--- src/rtl/phyhs_pkg.sv ---
package phyhs_pkg;

    localparam int DATA_W   = 16;
    localparam int STB_W    = 4;
    localparam int CTL_W    = DATA_W + STB_W;
    localparam int NUM_REGS = 4;

    typedef logic [DATA_W-1:0] word_t;

    // Field order matches the control word bit positions (MSB first).
    typedef struct packed {
        logic  rd;        // bit 19
        logic  wr;        // bit 18
        logic  cap_dat;   // bit 17
        logic  cap_adr;   // bit 16
        word_t payload;   // bits 15:0
    } ctl_t;

    typedef enum logic [2:0] {
        OP_NONE,
        OP_CAP_ADDR,
        OP_CAP_DATA,
        OP_WRITE,
        OP_READ
    } op_e;

    typedef enum logic [1:0] {
        T_IDLE,
        T_RISE,
        T_HIGH,
        T_FALL
    } tstate_e;

    localparam word_t OVRD_ADDR     = 16'h1005;
    localparam int    OVRD_DATA_BIT = 5;
    localparam int    OVRD_PLL_BIT  = 3;

    function automatic word_t slot_addr(int i);
        case (i)
            0:       return 16'h1002;
            1:       return 16'h1003;
            2:       return 16'h1005;
            default: return 16'h100D;
        endcase
    endfunction

    function automatic logic slot_writable(int i);
        return slot_addr(i) != 16'h100D;
    endfunction

    function automatic word_t slot_reset(int i);
        return (slot_addr(i) == 16'h100D) ? 16'h0001 : 16'h0000;
    endfunction

    // Exactly one strobe bit selects an operation; anything else is no-op.
    function automatic op_e decode_op(logic [STB_W-1:0] s);
        case (s)
            4'b0001: return OP_CAP_ADDR;
            4'b0010: return OP_CAP_DATA;
            4'b0100: return OP_WRITE;
            4'b1000: return OP_READ;
            default: return OP_NONE;
        endcase
    endfunction

endpackage

--- src/rtl/phyhs_strobe_decode.sv ---
module phyhs_strobe_decode
    import phyhs_pkg::*;
(
    input  logic             clk,
    input  logic             rst,
    input  logic [STB_W-1:0] stb,
    output op_e              fresh_op,
    output logic             stb_any
);

    logic [STB_W-1:0] stb_prev;

    always_ff @(posedge clk) begin
        if (rst) stb_prev <= '0;
        else     stb_prev <= stb;
    end

    // Only a transition out of all-zero counts as a rising strobe.
    always_comb begin
        stb_any  = |stb;
        fresh_op = OP_NONE;
        if (stb_prev == '0)
            fresh_op = decode_op(stb);
    end

endmodule

--- src/rtl/phyhs_ack_timer.sv ---
module phyhs_ack_timer
    import phyhs_pkg::*;
#(
    parameter int ACK_DLY = 3
) (
    input  logic clk,
    input  logic rst,
    input  logic start,
    input  logic stb_any,
    output logic ack,
    output logic idle
);

    localparam int CNT_W = (ACK_DLY > 1) ? $clog2(ACK_DLY) : 1;
    localparam logic [CNT_W-1:0] CNT_LOAD = CNT_W'(ACK_DLY - 1);

    tstate_e          state;
    logic [CNT_W-1:0] cnt;
    logic             ack_q;

    always_ff @(posedge clk) begin
        if (rst) begin
            state <= T_IDLE;
            cnt   <= '0;
            ack_q <= 1'b0;
        end else begin
            case (state)
                T_IDLE: if (start) begin
                    state <= T_RISE;
                    cnt   <= CNT_LOAD;
                end
                T_RISE: if (cnt == '0) begin
                    state <= T_HIGH;
                    ack_q <= 1'b1;
                end else begin
                    cnt <= cnt - 1'b1;
                end
                T_HIGH: if (!stb_any) begin
                    state <= T_FALL;
                    cnt   <= CNT_LOAD;
                end
                T_FALL: if (cnt == '0) begin
                    state <= T_IDLE;
                    ack_q <= 1'b0;
                end else begin
                    cnt <= cnt - 1'b1;
                end
                default: state <= T_IDLE;
            endcase
        end
    end

    assign ack  = ack_q;
    assign idle = (state == T_IDLE);

    // ack is held while the strobe is still asserted
    a_r6_hold_while_strobe: assert property (@(posedge clk) disable iff (rst)
        (state == T_HIGH && stb_any) |=> ack_q);

    // no acknowledge without a handshake in progress
    a_r6_low_when_idle: assert property (@(posedge clk) disable iff (rst)
        (state == T_IDLE) |-> !ack_q);

endmodule

--- src/rtl/phyhs_regs.sv ---
module phyhs_regs
    import phyhs_pkg::*;
(
    input  logic  clk,
    input  logic  rst,
    input  op_e   op,
    input  word_t payload,
    output word_t rd_data,
    output word_t ovrd_word
);

    word_t addr_q;
    word_t wdata_q;
    word_t rd_q;
    word_t rd_mux;
    logic [NUM_REGS-1:0]             hit;
    logic [NUM_REGS-1:0][DATA_W-1:0] slot_val;

    for (genvar g = 0; g < NUM_REGS; g++) begin : g_slot
        assign hit[g] = (addr_q == slot_addr(g));
        if (slot_writable(g)) begin : g_rw
            word_t val;
            always_ff @(posedge clk) begin
                if (rst)                          val <= slot_reset(g);
                else if (op == OP_WRITE && hit[g]) val <= wdata_q;
            end
            assign slot_val[g] = val;
        end else begin : g_ro
            assign slot_val[g] = slot_reset(g);
        end
    end

    always_comb begin
        rd_mux    = '0;
        ovrd_word = '0;
        for (int i = 0; i < NUM_REGS; i++) begin
            if (hit[i])                   rd_mux    = slot_val[i];
            if (slot_addr(i) == OVRD_ADDR) ovrd_word = slot_val[i];
        end
    end

    always_ff @(posedge clk) begin
        if (rst) begin
            addr_q  <= '0;
            wdata_q <= '0;
            rd_q    <= '0;
        end else begin
            case (op)
                OP_CAP_ADDR: addr_q  <= payload;
                OP_CAP_DATA: wdata_q <= payload;
                OP_READ:     rd_q    <= rd_mux;
                default: ;
            endcase
        end
    end

    assign rd_data = rd_q;

    // status data only changes on an accepted read
    a_r5_rd_hold: assert property (@(posedge clk) disable iff (rst)
        (op != OP_READ) |=> $stable(rd_q));

    // a write that misses every slot leaves the array untouched
    a_r9_miss_dropped: assert property (@(posedge clk) disable iff (rst)
        (op == OP_WRITE && hit == '0) |=> $stable(slot_val));

endmodule

--- src/rtl/phy_reg_responder.sv ---
module phy_reg_responder
    import phyhs_pkg::*;
#(
    parameter int ACK_DLY = 3
) (
    input  logic        clk,
    input  logic        rst,
    input  logic [19:0] ctl_word,
    output logic        stat_ack,
    output logic [15:0] stat_data,
    output logic        rx_data_en_ovrd,
    output logic        rx_pll_en_ovrd
);

    ctl_t             ctl;
    logic [STB_W-1:0] strobes;
    op_e              fresh_op;
    op_e              fire_op;
    logic             stb_any;
    logic             idle;
    logic             start;
    word_t            ovrd_word;

    assign ctl     = ctl_t'(ctl_word);
    assign strobes = {ctl.rd, ctl.wr, ctl.cap_dat, ctl.cap_adr};

    phyhs_strobe_decode u_dec (
        .clk      (clk),
        .rst      (rst),
        .stb      (strobes),
        .fresh_op (fresh_op),
        .stb_any  (stb_any)
    );

    assign fire_op = idle ? fresh_op : OP_NONE;
    assign start   = (fire_op != OP_NONE);

    phyhs_ack_timer #(.ACK_DLY(ACK_DLY)) u_tmr (
        .clk     (clk),
        .rst     (rst),
        .start   (start),
        .stb_any (stb_any),
        .ack     (stat_ack),
        .idle    (idle)
    );

    phyhs_regs u_regs (
        .clk       (clk),
        .rst       (rst),
        .op        (fire_op),
        .payload   (ctl.payload),
        .rd_data   (stat_data),
        .ovrd_word (ovrd_word)
    );

    assign rx_data_en_ovrd = ovrd_word[OVRD_DATA_BIT];
    assign rx_pll_en_ovrd  = ovrd_word[OVRD_PLL_BIT];

    // several strobe bits at once never start a handshake
    a_r8_multi_no_start: assert property (@(posedge clk) disable iff (rst)
        ($countones(strobes) > 1) |-> !start);

    // nothing is accepted while the acknowledge is up
    a_r7_no_fire_under_ack: assert property (@(posedge clk) disable iff (rst)
        stat_ack |-> (fire_op == OP_NONE));

endmodule

--- config.mk ---
export PLATFORM = sky130hd
export DESIGN_NAME = phy_reg_responder
export DESIGN_NICKNAME = d
export VERILOG_FILES = /design/src/rtl/phyhs_pkg.sv /design/src/rtl/phyhs_strobe_decode.sv /design/src/rtl/phyhs_ack_timer.sv /design/src/rtl/phyhs_regs.sv /design/src/rtl/phy_reg_responder.sv
export SDC_FILE = /design/constraint.sdc
export NUM_CORES = 1
export LEC_CHECK = 0
export ABC_CLOCK_PERIOD_IN_PS = 2550
export BUFFER_PORTS_ARGS = -buffer_cell sky130_fd_sc_hd__clkbuf_2
export CORE_ASPECT_RATIO = 0.6
export CORE_MARGIN = 5
export CORE_UTILIZATION = 32
export DETAILED_ROUTE_END_ITERATION = 12
export GPL_TIMING_DRIVEN = 0
export SYNTH_ARGS = -nofsm -noshare
export SYNTH_HDL_FRONTEND = slang
export SYNTH_HIERARCHICAL = 1
export SYNTH_SLANG_ARGS = --single-unit
--- constraint.sdc ---
create_clock -name clk -period 2.55 [get_ports clk]
set_input_delay 0.6375 -clock clk [delete_from_list [all_inputs] [get_ports clk]]
set_output_delay 0.6375 -clock clk [all_outputs]
set_load 0.01 [all_outputs]
## Word level (Yosys, flattened, before mapping)

Index checks and enable logic that the tools add are counted.

| operators by class | value |
|---|---|
| $add $sub $neg | 1 |
| equal/unequal tests | 20 |
| muxes and demuxes | 19 |
| reduce and logical (&&, ||, !) cells | 13 |

Operator list:

| operator | count |
|---|---|
| $eq A16 B13 Y1 const B | 4 |
| $mux W16 | 4 |
| $mux W2 | 7 |
| $pmux W3 S4 | 1 |
| $pmux W2 S4 | 1 |
| $eq A3 B2 Y1 const B | 2 |
| $mux W3 | 2 |
| $ne A2 B1 Y1 const B | 3 |
| $pmux W2 S3 | 1 |
| $reduce_and A3 Y1 | 2 |
| $eq A2 B2 Y1 const B | 2 |
| $eq A4 B1 Y1 const B | 1 |
| $eq A4 B2 Y1 const B | 1 |
| $eq A4 B3 Y1 const B | 1 |
| $eq A4 B4 Y1 const B | 1 |
| $logic_not A2 Y1 | 2 |
| $logic_not A4 Y1 | 1 |
| $ne A2 B2 Y1 const B | 2 |
| $reduce_and A4 Y1 | 1 |
| $reduce_or A4 Y1 | 1 |
| $eq A3 B1 Y1 const B | 1 |
| $eq A3 B3 Y1 const B | 1 |
| $logic_and A1 B1 Y1 | 3 |
| $reduce_bool A3 Y1 | 1 |
| 6 further kinds | 7 |

| storage, ports and cells | value |
|---|---|
| register bits after elaboration | 105 |
| input bits | 22 |
| output and inout port bits | 19 |
| word-level logic and storage cells | 63 |

## Logic depth before layout (Yosys ltp)

Gate-level depths: netlist of run 1.

| logic depth | value |
|---|---|
| word-level depth | 7 |
| depth in mapped cells | 9 |
| mapped depth without buffers | 7 |

## Cells and area by module

Netlist of run 1, hierarchy kept.

By module, submodules not included:

| module | instances | cells each | area an instance (um^2) | sequential area each (um^2) |
|---|---|---|---|---|
| phyhs_regs | 1 | 406 | 4013.8 | 1921.8 |
| phyhs_ack_timer | 1 | 39 | 375.4 | 100.1 |
| phyhs_strobe_decode | 1 | 16 | 166.4 | 80.1 |
| phy_reg_responder | 1 | 4 | 28.8 | 0.0 |

## Least setup slack after synthesis of run 1

OpenSTA, ideal clock, no wires.

| timing | value |
|---|---|
| kind | reg-to-reg |
| start | reg u_dec.stb_prev[1] |
| end | reg u_regs.g_slot[0].g_rw.val[10] |
| setup time | 120 ps |
| arrival time | 2392 ps |
| required time | 2430 ps |
| slack | 38 ps |
| stages on the path, launching flop included | 10 |
| path buffers | 2 |
| period minus slack after synthesis | 2512 ps |
| path through | dfxtp_1 > or4_4 > nor4_1 > and2_1 > and3b_1 > nand4_1 > or3_1 > buf_4 > buf_6 > mux2i_1 |

| on the way | value |
|---|---|
| word-level cells in the longest chain between the ends | 5 |

RTL lines:

| element | RTL line | text |
|---|---|---|
| start, declared | phyhs_strobe_decode.sv:11 | `logic [STB_W-1:0] stb_prev;` |
| start signal, assigned | phyhs_strobe_decode.sv:15 | `else stb_prev <= stb;` |
| $logic_not A4 Y1 | phyhs_strobe_decode.sv:22 | `if (stb_prev == '0)` |
| $mux W3 | phyhs_strobe_decode.sv:22 |  |
| net fresh_op[1] | phy_reg_responder.sv:17 | `op_e fresh_op;` |
| $mux W3 | phy_reg_responder.sv:35 | `assign fire_op = idle ? fresh_op : OP_NONE;` |
| net fire_op[1] | phy_reg_responder.sv:18 | `op_e fire_op;` |
| $eq A3 B2 Y1 | phyhs_regs.sv:25 | `else if (op == OP_WRITE && hit[g]) val <= wdata_q;` |
| $logic_and A1 B1 Y1 | phyhs_regs.sv:25 |  |
| end signal, assigned | phyhs_regs.sv:24 | `if (rst) val <= slot_reset(g);` |
| end signal, assigned | phyhs_regs.sv:25 |  |
| end, declared | phyhs_regs.sv:22 | `word_t val;` |

The timed path passes the listed nets, and every way through them passes these cells.
A chain may end at the register's enable or synchronous reset.

## Final worst setup path of run 1

| timing | value |
|---|---|
| start | reg u_dec.stb_prev[2] |
| end | reg u_regs.g_slot[0].g_rw.val[8] |

The elaborated chain is that of the path after synthesis.

==> results.toml, run 1 <==
[status]
outcome = "complete, but fails checks"
failed_checks = "setup timing"

[global_route]
grt_max_degree = 19
grt.total_usage_pct = 14.25
grt-ovfl-total = 0
antenna_found_initial = 0
grt_pass1_vias = 3564
grt_pass1_wl_mm = 18.66

[setup_path]
crit_path_start_kind = "register"
cpPeakStageDelay_ns = 0.59
critPathCaptureType = "register"
critical_path.cell_chain = "or4_4 > nor4_4 > and2_4 > and3b_2 > nand4_1 > or3_4 > buf_12 > mux2i_1"
r2r_setup_slack_ns = -0.03
crit_required_ns = 2.81
crit_type = "reg2reg"
arrival_ns = 2.83
worst-path-max-fanout = 16
crit_path_top_delay_cell = "or4_4"

[routing]
drt_iter0_drc = 206
totalWireLength_mm = 11.49
post_drt_wl_per_cell_um = 16.00
wl_met1_mm = 5.980
route.met3.wl_um = 446
viasPerCell = 4.926
drt_first_pass_iters = 5
post-route-drc-count = 0
routed.top_layer = "met4"
vias = 3537
antenna_left = 0
dr_wl_met2_mm = 5.013

[sta]
post-route-min-period_ns = 2.576
setup_ws_ns = -0.02647
max_freq_mhz = 388.1
maxSlewHeadroom_pct = 52.54
drv_slew = 0
setup_viol = 1
worst_slew_pin_slew_ns = 0.7088
hold_viol = 0
skew_ns = 0.009360
rsz0062_at_grt = "true"
period_share_pct = 101.0

[floorplanning]
fp.dieW_um = 164.5
core_area_um2 = 13830
ioPinCount = 41
start_util_pct = 33.14
rows = 33
die_area_um2 = 16900
die_y_um = 102.7

[cts]
cts_sinks = 105
root_buffer = "clkbuf_16"
clk_latency_ns = 0.34
cts_hold_buf = 0
cts_tree = "yes"
clockBufferDepth = 2
numCtsBuffers = 9
cts.htree.levels = 3
path_clk_slew_ns = 0.07

[power]
p_clk_share_pct = 41.2
p_per_area_nw_per_um2 = 654.7
p_leak_uw = 0.002324
pwr-share-seq_pct = 47.4
internal_power_uw = 2740
pwr-share-comb_pct = 11.3
irDropWorstVdd_v = 0.0003756
switching_share_pct = 24.70
p_switching_uw = 898.6
total_power_uw = 3639

[synth]
ys_ff_latch = 105
syn-cell-area_um2 = 4584
synthArstFlopShare_pct = 0
synth_edf_count = 0
ys.flop_type = "dfxtp_1"
synth_top_area_share_pct = 45.85
syn_area_per_cell_um2 = 9.859
synth_nets = 495
syn_inst = 465
seq_area_frac_synth_pct = 45.85
yosysUniqueCellTypes = 50
synth_top_area_cell = "dfxtp_1"
synthTopCellsByArea = "dfxtp_1 (46%), mux2i_1 (11%), nand2b_1 (9.0%), nand2_1 (5.5%), a21oi_1 (3.7%)"
ys_warn_count = 6

[place]
pre_cts_ws_ns = -0.5995
post-dp-hpwl_mm = 8.295
dpl_cell_area_um2 = 5025
gp_congestion = 0.7769
numPortBuffers = 40

[final_layout]
nets = 551
antenna_cells = 0
final_common_cell = "dfxtp_1"
fin_util_pct = 40.18
drive_gt1_share_pct = 22.24
layout_common_cells = "dfxtp_1 (103), nand2_1 (67), nand2b_1 (66), mux2i_1 (50), clkbuf_2 (42)"
final_cell_area_um2 = 5558
area_growth_pct = 21.23

[run]
cap_violations = 0

[min_path]
hold_path.class = "reg2reg"
worst max-delay path: cells and delay by family (launching register included):
family / cells / cell delay (ns)
simple gates: 6 / 1.83
flops: 1 / 0.30
mux: 1 / 0.20
buf+inv: 1 / 0.17
Yosys cell counts (5+ instances only):
cell,number
clkbuf_1,20
a21oi_1,34
nand2_1,67
mux2i_1,50
nor2b_1,5
nand2b_1,66
a21o_1,15
mux2_2,15
dfxtp_1,105
ha_1,8
nor2_1,5
a32o_1,15
area by class of cell:
cell class | count | area (um2)
Buffer | 23 | 145.1
Clock buffer | 10 | 229.0
Clock inverter | 6 | 97.59
Fill cell | 1360 | 8274
Inverter | 4 | 15.01
Multi-Input combinational cell | 328 | 2444
Sequential cell | 105 | 2105
Tap cell | 192 | 240.2
Timing Repair Buffer | 50 | 282.8
worst paths after layout:
path,endpoint,start,depth (start not counted)
max,u_regs/g_slot[0].g_rw.val[8],u_dec/stb_prev[2],8
min,u_regs/wdata_q[2],u_regs/wdata_q[2],2
max reg2reg,u_regs/g_slot[0].g_rw.val[8],u_dec/stb_prev[2],8
min reg2reg,u_regs/wdata_q[2],u_regs/wdata_q[2],2
state kept, by name, summed over array words and instances (netlist names):
register,count
u_tmr/ack,1
u_regs/rd_data,16
u_tmr/cnt,2
u_regs/g_slot.g_rw.val,32
u_dec/stb_prev,4
u_regs/ovrd_word,16
u_regs/wdata_q,16
u_tmr/state,2
u_regs/addr_q,16
metal layers:
layer / up-vias / track usage [%]
li1: 1728 / -
met2: 58 / 22.43
met3: 4 / 3.516
met4: 0 / 2.684
met1: 1747 / 20.14
met5: - / 0
power by group through the flow:
stage	Clock (uW)	Combinational (uW)	Sequential (uW)
floorplan	0	273	1750
finish	1500	413	1730
global route	1610	449	1730
detailed placement	0	384	1760
global placement	0	364	1760
CTS	1530	402	1720
timing repair:
action,4_1_cts,5_1_grt
buffers inserted,7,2
resized for setup,28,17
gates cloned,1,0
pin swaps,7,1
endpoints found under the setup margin,77,60
through the flow:
step,TNS (ns),instances,hold WS (ns)
floorplan,0,465,0.4270
global placement,-14.90,697,0.4333
detailed placement,-17.22,697,0.4376
CTS,0,719,0.4610
global route,-1.948,718,0.4786
finish,-0.02647,718,0.4556
kinds of logic (layout without fill, tap and decap cells):
kind of cell	Yosys count	after routing	synth area share (%)
adders and majority gates	8	8	2.183
muxes	65	65	14.60
AOI/OAI and AO/OA	76	76	11.71
buffers and inverters	32	93	3.193
and+or+nand+nor	177	177	22.08
DFF	105	105	45.85
xor gates and xnor gates	2	2	0.3822
Power figures use the tool's default switching activity.
==> inputs of run 2 (changes only) <==
Settings changed: RECOVER_POWER set to 25.
==> run 2 against run 1 <==
  * The run still ends with setup timing left
  * Sequential share of layout area up 0.15 points
  * Hold slack about the same
  * Non-clock buffer count unchanged
  * Total power shrank 0.16%
  * Count of clock-buffer cells in the layout did not move
  * Worst setup slack gained 0.0041 ns
  * Critical path depth stayed put
  * Critical path type unchanged
  * Largest cell class unchanged
==> results.toml, run 2 (same netlist as run 1, synthesis figures left out) <==
[min_path]
holdPathStages = 2
hold_path.class = "reg2reg"

[final_layout]
largest_reg_flops = 32
final_common_cell = "dfxtp_1"
largest-register = "u_regs/g_slot.g_rw.val"
nets = 551
area_growth_pct = 20.69
layout_common_cells = "dfxtp_1 (104), nand2_1 (67), nand2b_1 (66), mux2i_1 (50), a21oi_1 (34)"
drive_gt1_share_pct = 18.44
antenna_cells = 0
instances_no_fill = 718

[routing]
post-route-drc-count = 0
drt_iter0_drc = 200
totalWireLength_mm = 11.44
post_drt_wl_per_cell_um = 15.94
vias = 3516
drt_first_pass_iters = 4
antenna_left = 0
viasPerCell = 4.897

[cts]
clk_latency_ns = 0.34
clockBufferDepth = 2
path_clk_slew_ns = 0.07
cts_sinks = 105
cts.htree.levels = 3
cts_tree = "yes"
cts_hold_buf = 0
root_buffer = "clkbuf_16"
numCtsBuffers = 9

[setup_path]
crit_required_ns = 2.81
crit_type = "reg2reg"
r2r_setup_slack_ns = -0.02
crit_path_start_kind = "register"
critPathCaptureType = "register"
arrival_ns = 2.83
ff2ff_path_depth = 8
worst-path-max-fanout = 16

[global_route]
grt_pass1_vias = 3564
grt_max_degree = 19
grt.total_usage_pct = 14.25
grt_pass1_wl_mm = 18.66
grt-ovfl-total = 0
antenna_found_initial = 0

[place]
gp_congestion = 0.7769
post-dp-hpwl_mm = 8.295
dp_cells = 697
numPortBuffers = 40

[floorplanning]
fp.dieW_um = 164.5
die_y_um = 102.7
start_util_pct = 33.14
core_area_um2 = 13830
die_area_um2 = 16900
ioPinCount = 41
rows = 33

[sta]
maxSlewHeadroom_pct = 50.55
setup_ws_ns = -0.02237
skew_ns = 0.009689
rsz0062_at_grt = "true"
period_share_pct = 100.9
post-route-min-period_ns = 2.572
worst_slew_pin_slew_ns = 0.7385
setup_viol = 1
holdWs_ns = 0.4556
hold_viol = 0
drv_slew = 0
max_freq_mhz = 388.7
setup_tns_ns = -0.02237

[status]
outcome = "complete, but fails checks"
failed_checks = "setup timing"

[run]
cap_violations = 0

[power]
p_per_area_nw_per_um2 = 656.6
irDropWorstVdd_v = 0.0003764
p_leak_uw = 0.002259
[run 2: per-stage QoR]
step	utilization [%]	setup slack, ns	power [uW]	instance area, um2
final	40.00	-0.02237	3633	5533
after floorplan	-	0.03804	2026	4584
after detailed placement	36.33	-0.5995	2143	5025
after global placement	36.33	-0.5236	2120	5025
after CTS	39.85	0.0007419	3659	5512
after global routing	40.00	-0.1095	3789	5533
[run 2: final cells by class]
class	count	area (um2)
fill	1364	8299
multi-input combinational	328	2444
sequential	105	2103
timing repair buffer	50	259.0
tap	192	240.2
clock buffer	10	229.0
buffer	23	145.1
clock inverter	6	97.59
inverter	4	15.01
[run 2: path summary, 6_finish.rpt]
path | start | endpoint
max | u_dec/stb_prev[2] | u_regs/g_slot[0].g_rw.val[8]
min | u_regs/wdata_q[2] | u_regs/wdata_q[2]
max reg2reg | u_dec/stb_prev[2] | u_regs/g_slot[0].g_rw.val[8]
min reg2reg | u_regs/wdata_q[2] | u_regs/wdata_q[2]
[run 2: worst max-delay path, cell delays in order, from the launching register on]
cell and delay, ns:
dfxtp_1 0.30, or4_4 0.59, nor4_4 0.20, and2_4 0.21, and3b_2 0.21, nand4_1 0.17
or3_4 0.44, buf_12 0.18, mux2i_1 0.20
[run 2: timing repair]
| item | in CTS | in global routing |
|---|---|---|
| cloned | 1 | 0 |
| endpoints found under the setup margin | 77 | 60 |
| pin swaps | 7 | 1 |
| buffers inserted | 7 | 2 |
| resized for setup | 28 | 17 |
[run 2: per-layer routing]
metal  track usage [%]  vias up  share of wire (%)
met5                 0        -                  0
li1                  -     1728                  -
met3             3.516        4                4.6
met1             20.14     1713                 52
met2             22.43       71                 43
met4             2.684        0               0.41
[run 2: power breakdown]
| part | internal (uW) | total (uW) | switching (uW) |
|---|---|---|---|
| logic | 174 | 408 | 234 |
| clock network | 877 | 1500 | 625 |
| registers | 1690 | 1720 | 37.1 |
==> inputs of run 3 (changes only) <==
Settings changed: CORE_MARGIN 5 to 1.5, PLACE_DENSITY set to 0.61, REMOVE_ABC_BUFFERS set to 1.
==> run 3 against run 2 <==
  * The flow still finishes with violations (setup timing)
  * Die area shrank 11%
  * Sequential power is essentially flat
  * Final cell count shrank 1.7%
  * Global-route usage grew 1.5 points
  * Utilization grew 0.090 points
  * Sequential share of layout area shrank 0.086 points
  * Non-clock buffer count shrank 13
  * Routed wire length grew 1.2%
  * First-iteration DRC count grew 37%
  * Sequential cell count is the same
  * Critical path type unchanged
  * Largest power group unchanged
==> results.toml, run 3 (same netlist as run 1, synthesis figures left out) <==
[routing]
post_drt_wl_per_cell_um = 16.41
drt_first_pass_iters = 5
viasPerCell = 5.006
drt_iter0_drc = 274
vias = 3534
post-route-drc-count = 0
totalWireLength_mm = 11.58
antenna_left = 0

[cts]
cts_hold_buf = 0
clk_latency_ns = 0.34
cts_sinks = 105
clockBufferDepth = 2
cts_tree = "yes"
cts.htree.levels = 3
path_clk_slew_ns = 0.07
numCtsBuffers = 9
root_buffer = "clkbuf_16"

[sta]
setup_viol = 11
period_share_pct = 100.9
setup_tns_ns = -0.1937
maxSlewHeadroom_pct = 33.30
max_freq_mhz = 388.5
worst_slew_pin_slew_ns = 0.9994
hold_viol = 0
skew_ns = 0.008803
setup_ws_ns = -0.02420
post-route-min-period_ns = 2.574
rsz0062_at_grt = "true"
holdWs_ns = 0.4532
drv_slew = 0

[status]
outcome = "complete, but fails checks"
failed_checks = "setup timing"

[floorplanning]
die_y_um = 95.72
fp.dieW_um = 157.5
ioPinCount = 41
start_util_pct = 33.14
rows = 33
core_area_um2 = 13830
die_area_um2 = 15080

[global_route]
grt_pass1_wl_mm = 17.93
grt.total_usage_pct = 15.74
grt_pass1_vias = 3443
antenna_found_initial = 0
grt_max_degree = 110
grt-ovfl-total = 0

[final_layout]
fin_util_pct = 40.09
largest-register = "u_regs/g_slot.g_rw.val"
drive_gt1_share_pct = 20.04
antenna_cells = 0
final_common_cell = "dfxtp_1"
area_growth_pct = 20.96
largest_reg_flops = 32
layout_common_cells = "dfxtp_1 (104), nand2b_1 (66), nand2_1 (66), mux2i_1 (48), a21oi_1 (34)"
nets = 539
instances_no_fill = 706

[place]
numPortBuffers = 40
post-dp-hpwl_mm = 6.943
pre_cts_ws_ns = -1.693
dp_cells = 671
gp_congestion = 0.7247

[setup_path]
worst-path-max-fanout = 6
crit_path_top_delay_cell = "or4_4"
cpPeakStageDelay_ns = 0.58
critPathCaptureType = "register"
arrival_ns = 2.86
crit_path_start_kind = "register"
r2r_setup_slack_ns = -0.02
critical_path.cell_chain = "or4_4 > nor4_4 > and2_4 > nor4b_4 > and4_4 > nor3b_4 > buf_4 > buf_12 > a21o_1"
crit_type = "reg2reg"
crit_required_ns = 2.84

[power]
p_clk_share_pct = 39.5
irDropWorstVdd_v = 0.0003598
pwr-share-comb_pct = 11.8
p_per_area_nw_per_um2 = 638.0
p_switching_uw = 884.5
switching_share_pct = 25.00
p_leak_uw = 0.002216
internal_power_uw = 2654
pwr-share-seq_pct = 48.7

[min_path]
hold_path.class = "reg2reg"

[run]
cap_violations = 0
-- run 3: cell types whose count changed in the layout (fill, tap and decap cells not counted), sizes merged --
| cell | before | now |
|---|---|---|
| clkbuf | 65 | 53 |
| inv | 7 | 5 |
| buf | 18 | 19 |
| bufinv | 2 | 1 |
| clkinvlp | 0 | 1 |
| or3 | 1 | 2 |
-- run 3: power groups by stage --
stage	combinational [uW]	sequential [uW]	clock, uW
final	417	1720	1400
after global routing	454	1730	1500
after CTS	404	1720	1420
after detailed placement	385	1760	0
after global placement	353	1760	0
after floorplan	253	1750	0
-- run 3: worst max-delay path, delay by kind of cell, from the launching register on --
kind | cells | cell delay (ns)
buf+inv | 2 | 0.29
flops | 1 | 0.30
compound gates | 1 | 0.11
simple gates | 6 | 1.81
-- run 3: per-stage QoR --
step | total power [uW] | cell area [um2]
4_1_cts | 3549 | 5434
6_report | 3538 | 5545
5_1_grt | 3689 | 5545
3_3_place_gp | 2110 | 4893
3_5_place_dp | 2146 | 4942
2_1_floorplan | 2007 | 4453
-- run 3: path summary, 6_finish.rpt --
check | startpoint | end | depth (start not counted)
setup / recovery | u_dec/stb_prev[1] | u_regs/rd_data[9] | 9
hold / removal | u_regs/ovrd_word[9] | u_regs/rd_data[9] | 1
setup reg to reg | u_dec/stb_prev[1] | u_regs/rd_data[9] | 9
hold reg to reg | u_regs/ovrd_word[9] | u_regs/rd_data[9] | 1
-- run 3: per-layer routing --
| layer | part of all wire, % | vias up | global-route usage (%) |
|---|---|---|---|
| met5 | 0 | - | 0 |
| met4 | 0.93 | 0 | 4.245 |
| met3 | 5.5 | 8 | 3.782 |
| met2 | 46 | 68 | 25.81 |
| met1 | 48 | 1751 | 20.83 |
| li1 | - | 1707 | - |
-- run 3: layout make-up --
cell class	count	area [um2]
fill	1320	8287
multi-input combinational	329	2482
sequential	105	2103
timing repair buffer	60	406.6
clock buffer	12	246.5
tap	192	240.2
clock inverter	4	51.30
inverter	4	15.01
-- run 3: timing repair --
action,in CTS,in global routing
gates cloned,1,1
endpoints found under the setup margin,63,45
pin swaps,6,5
setup buffers,11,6
resized for setup,22,12
